[config.mk]
export PLATFORM = sky130hd
export DESIGN_NAME = tri_timer
export DESIGN_NICKNAME = d
export VERILOG_FILES = /design/src/rtl/tri_timer.sv
export SDC_FILE = /design/constraint.sdc
export NUM_CORES = 1
export LEC_CHECK = 0
export ABC_AREA = 1
export BUFFER_PORTS_ARGS = -buffer_cell sky130_fd_sc_hd__buf_4
export CAP_MARGIN = 40
export CORE_MARGIN = 2
export CORE_UTILIZATION = 63
export DETAILED_ROUTE_END_ITERATION = 10
export PLACE_DENSITY = 0.82
export REMOVE_ABC_BUFFERS = 1
export SYNTH_ARGS = -nofsm -noshare
export SYNTH_HDL_FRONTEND = slang
export SYNTH_SLANG_ARGS = --single-unit
[constraint.sdc]
create_clock -name clk -period 3.6 [get_ports clk]
set_input_delay 0.72 -clock clk [delete_from_list [all_inputs] [get_ports clk]]
set_output_delay 0.72 -clock clk [all_outputs]
set_load 0.005 [all_outputs]
[src/rtl/tri_timer.sv]
`timescale 1ns/1ps
module tri_timer #(
  parameter int NCH = 3,
  parameter int CW  = 32,
  parameter int AW  = 8,
  parameter int PW  = 12
) (
  input  logic                clk,
  input  logic                rst_n,
  input  logic                bus_wr,
  input  logic [AW-1:0]       bus_addr,
  input  logic [CW-1:0]       bus_wdata,
  output logic [CW-1:0]       bus_rdata,
  input  logic                rtc_tick,
  input  logic                ext_clk,
  output logic [NCH-1:0]      irq
);
  localparam int BASE   = 4;
  localparam int STRIDE = 12;

  logic [NCH-1:0]         run;
  logic [NCH-1:0][CW-1:0] cnt, rld;
  logic [NCH-1:0][2:0]    src;
  logic [NCH-1:0]         ie, flag;
  logic [NCH-1:0][PW-1:0] pc;
  logic [2:0]             ext_s;
  logic [NCH-1:0]         tick, uf, wc, wl, wt;

  wire ext_tick = ext_s[1] & ~ext_s[2];
  wire wr_run   = bus_wr && bus_addr == '0;

  function automatic logic pre_hit(input logic [PW-1:0] p, input logic [2:0] code);
    int sh;
    logic [PW-1:0] m;
    sh = (code == 3'd5) ? 12 : 2 * (int'(code) + 1);
    m  = PW'((64'd1 << sh) - 64'd1);
    return (p & m) == m;
  endfunction

  always_comb begin
    for (int i = 0; i < NCH; i++) begin
      wc[i] = bus_wr && bus_addr == AW'(BASE + STRIDE*i);
      wl[i] = bus_wr && bus_addr == AW'(BASE + STRIDE*i + 4);
      wt[i] = bus_wr && bus_addr == AW'(BASE + STRIDE*i + 8);
      case (src[i])
        3'd6:    tick[i] = run[i] & rtc_tick;
        3'd7:    tick[i] = run[i] & ext_tick;
        default: tick[i] = run[i] & pre_hit(pc[i], src[i]);
      endcase
      uf[i] = tick[i] && cnt[i] == '0;
    end
  end

  always_ff @(posedge clk) begin
    if (!rst_n) begin
      run   <= '0;
      ext_s <= '0;
      for (int i = 0; i < NCH; i++) begin
        cnt[i]  <= '0;
        rld[i]  <= '1;
        src[i]  <= '0;
        ie[i]   <= 1'b0;
        flag[i] <= 1'b0;
        pc[i]   <= '0;
      end
    end else begin
      ext_s <= {ext_s[1:0], ext_clk};
      if (wr_run) run <= bus_wdata[NCH-1:0];
      for (int i = 0; i < NCH; i++) begin
        if (wc[i])        cnt[i] <= bus_wdata;
        else if (tick[i]) cnt[i] <= uf[i] ? rld[i] : cnt[i] - 1'b1;
        if (wc[i] || (wr_run && bus_wdata[i] && !run[i])) pc[i] <= '0;
        else if (run[i])  pc[i] <= pc[i] + 1'b1;
        if (wl[i]) rld[i] <= bus_wdata;
        if (wt[i]) begin
          src[i] <= bus_wdata[2:0];
          ie[i]  <= bus_wdata[5];
        end
        flag[i] <= uf[i] | (flag[i] & ~(wt[i] & ~bus_wdata[8]));
      end
    end
  end

  always_comb begin
    bus_rdata = '0;
    if (bus_addr == '0) bus_rdata = CW'(run);
    for (int i = 0; i < NCH; i++) begin
      if (bus_addr == AW'(BASE + STRIDE*i))     bus_rdata = cnt[i];
      if (bus_addr == AW'(BASE + STRIDE*i + 4)) bus_rdata = rld[i];
      if (bus_addr == AW'(BASE + STRIDE*i + 8))
        bus_rdata = CW'({flag[i], 2'b00, ie[i], 2'b00, src[i]});
    end
  end

  assign irq = flag & ie;
endmodule

==> summary.txt <==
Initial DRT Pass Iterations - 6
total I/O pin count - 80
synth top area cells - dfxtp_1 31%, nand2_1 13%, nand3_1 8.1%
leading cell type in the layout, fill and taps excluded - nand2_1
post-synth top area share - 31.4%
Synth Area in XOR/XNOR - 5.68%
crit share post-route - 92.3%
Die H - 163 microns
crit path time final - 3.32 ns
mux cell area share after synthesis - 0%
final worst slack - 0.276 ns
hold slack - 0.358 ns
GPL Wtd Cong - 1.02
worst reg2reg endpoint - cnt[33]
Slew Limit Headroom - 50.6%
hold path cells - 3
Post-CTS Hold Buffers - 0
most frequent cells in the layout - 567 x nand2_1, 319 x inv_1, 294 x nor2_1
worst r2r src - src[4]
1st-iter DRT viols - 2,120
clk_skew - 0.0160 ns
Setup crit end kind - flop
DR vias/cell - 6.03
Yosys Warn Count - 0
Hold Crit Endpoint - ext_s[0]
register area share after synthesis - 31.4%
clock buffer depth - 3
Max FO, Critical Path - 32
DR vias - 17,348
Distinct cells, synth - 45
Clock Latency Late Sink - 0.55 ns
CP Cell Sequence - ha_1 -> ha_1 -> inv_1 -> nand2_2 -> nor2_1 -> nand2_1 -> ha_1 -> nand2_1 -> xor2_1 -> nand2_1 -> nand3_1 -> nand2_2 -> buf_4 -> nand2_2 -> buf_4 -> nand3_1 -> nand2_1 -> inv_1 -> a21oi_1
Post-CTS Setup Inserts - 0
port bufs - 79
synthesis-to-finish area growth - 12.1%
first-pass GRT wire length - 82.1 mm
slowest stage delay, CP - 0.48 ns
cells after synthesis - 2,490
number of synthesized register bits - 249
complex-gate fraction of the synthesized area - 13.7%
Max-Cap Viols - 0
grt ovf - 0
hold_sp - ext_clk
Filler Cells Inserted - 2,149
Pwr Density - 349 nW/um^2
std cell rows - 58
H-Tree Depth - 1
die area - 26,500 sq um
Setup violations, final - 0
cts repair resizes - 0
Synth Cell Area - 15,900 sq um
Initial Util - 63.6%
initial antenna violation count - 0
worst path arrival time - 3.80 ns
simple-gate share of the synthesized area - 36.0%
largest family of logic cells by synthesized area - simple AND/OR/NAND/NOR gates
Worst IR Drop VDD - 392 uV
largest net degree at the start of global routing - 60
WL final - 52.7 mm
CTS buffer count - 29
type of the most critical hold path - input pin to flop
Lkg Pwr - 8.50 nW
vias in the first global route - 15,891
drt drc - 0
Core Box Area - 25,000 sq um
WP data required - 4.08 ns
final count of hold timing violations - 0
Slew @ Worst Pin - 0.740 ns
Layout Nets - 2,594
Routed Antenna Nets - 0
die extent in x - 163 microns
status - completed
post-synthesis adder-cell area fraction - 1.81%
Worst Reg-to-Reg Cells - 19
pre-CTS WS - 0.280 ns
total power - 6.21 mW
crit-path most repeated cell - nand2_1
CTS root buf - clkbuf_16
final number of max-transition violations - 0
Clock transition at path regs - 0.06 ns
R2R Setup Slk - 0.28 ns
Final HPWL DP - 37.5 mm
share of cells above drive strength 1 - 9.77%
Tot GR Track Use - 38.7%
CTS tree - yes
diodes inserted - 0
Startpoint Class - flop
f_max - 0.301 GHz
Crit Path Category - flop to flop
Avg Synthesized Cell Area - 6.37 sq um
CTS sink cnt - 249
Crit-path slowest cell - dfxtp_1
largest area contributor in the netlist - dfxtp_1
Routed wire per std cell - 18.3 microns
-- state kept, by name, summed over array words and instances (netlist names) --
signal	cells
cnt	96
ext_s	3
flag	3
ie	3
pc	36
rld	96
run	3
src	9
-- cell usage after synthesis (all sizes together) --
master and count:
clkinv 4, nand4 72, a22oi 1, o2111ai 15, a32o 1, xor2 86, nand3 265, nor4 4
o211ai 53, or2 3, nor3 42, dfxtp 249, o21bai 4, nor3b 2, nand2 577, a21oi 173
clkbuf 79, xnor2 17, o21a 2, o21ai 68, nor4b 1, ha 23, o22ai 19, nand3b 7
a211oi 7, inv 336, o221ai 22, nor2 318, buf 40
-- worst max-delay path by stage --
| stage | start | to | slack, ns | cells past startpoint |
|---|---|---|---|---|
| final | src[4] | cnt[33] | 0.28 | 19 |
| after global routing | src[6] | cnt[94] | -0.006 | 22 |
| after CTS | src[0] | cnt[13] | 0.18 | 21 |
| after detailed placement | src[0] | cnt[29] | 0.28 | 21 |
| after global placement | bus_addr[6] | bus_rdata[8] | 0.39 | 12 |
| after floorplan | bus_addr[7] | rld[11] | -0.90 | 8 |
-- logic make-up (layout without fill, tap and decap cells) --
| family | count (synthesis) | in the layout |
|---|---|---|
| xor gates and xnor gates | 103 | 103 |
| DFF | 249 | 249 |
| and+or+nand+nor | 1291 | 1291 |
| buffers and inverters | 459 | 517 |
| adders and majority gates | 23 | 23 |
| AOI/OAI and AO/OA | 365 | 365 |
-- through the flow --
step                util (%)  setup TNS (ns)  instances  instance area, sq um
floorplan                  -          -39.82       2371                 15300
global placement        67.1               0       2824                 16800
global route            71.3        -0.00922       2878                 17800
finish                  71.3               0       2878                 17800
detailed placement      67.1               0       2824                 16800
CTS                     71.2               0       2877                 17800
-- where the power goes --
group / switching, mW / internal, mW
sequential: 0.00442 / 2.76
combinational: 0.205 / 0.0847
clock: 1.25 / 1.91
-- routing by layer --
layer / vias up / routed length (microns) / track usage [%]
li1: 8179 / - / -
met1: 7941 / 20100 / 48.3
met2: 993 / 24000 / 63.4
met3: 235 / 4710 / 4.13
met4: 0 / 3860 / 25.7
met5: - / 0 / 0
-- final cells by class --
| type | instances | area [sq um] | area share [%] |
|---|---|---|---|
| multi-input cells | 1782 | 9110 | 51.2 |
| flip-flops and latches | 249 | 4990 | 28.0 |
| repair buffers | 124 | 997 | 5.60 |
| well taps | 330 | 413 | 2.32 |
| clock inverters | 18 | 224 | 1.26 |
| clock buffers | 35 | 788 | 4.43 |
| inverters | 340 | 1280 | 7.19 |
-- critical path, delay by kind of cell, from the launching register on --
kind	cells	cell delay (ns)
adders and majority gates	3	0.71
and+or+nand+nor	10	1.05
xor gates and xnor gates	1	0.14
buffers and inverters	4	0.74
AOI/OAI and AO/OA	1	0.12
DFF	1	0.48
(Power assumes the default switching activity.)
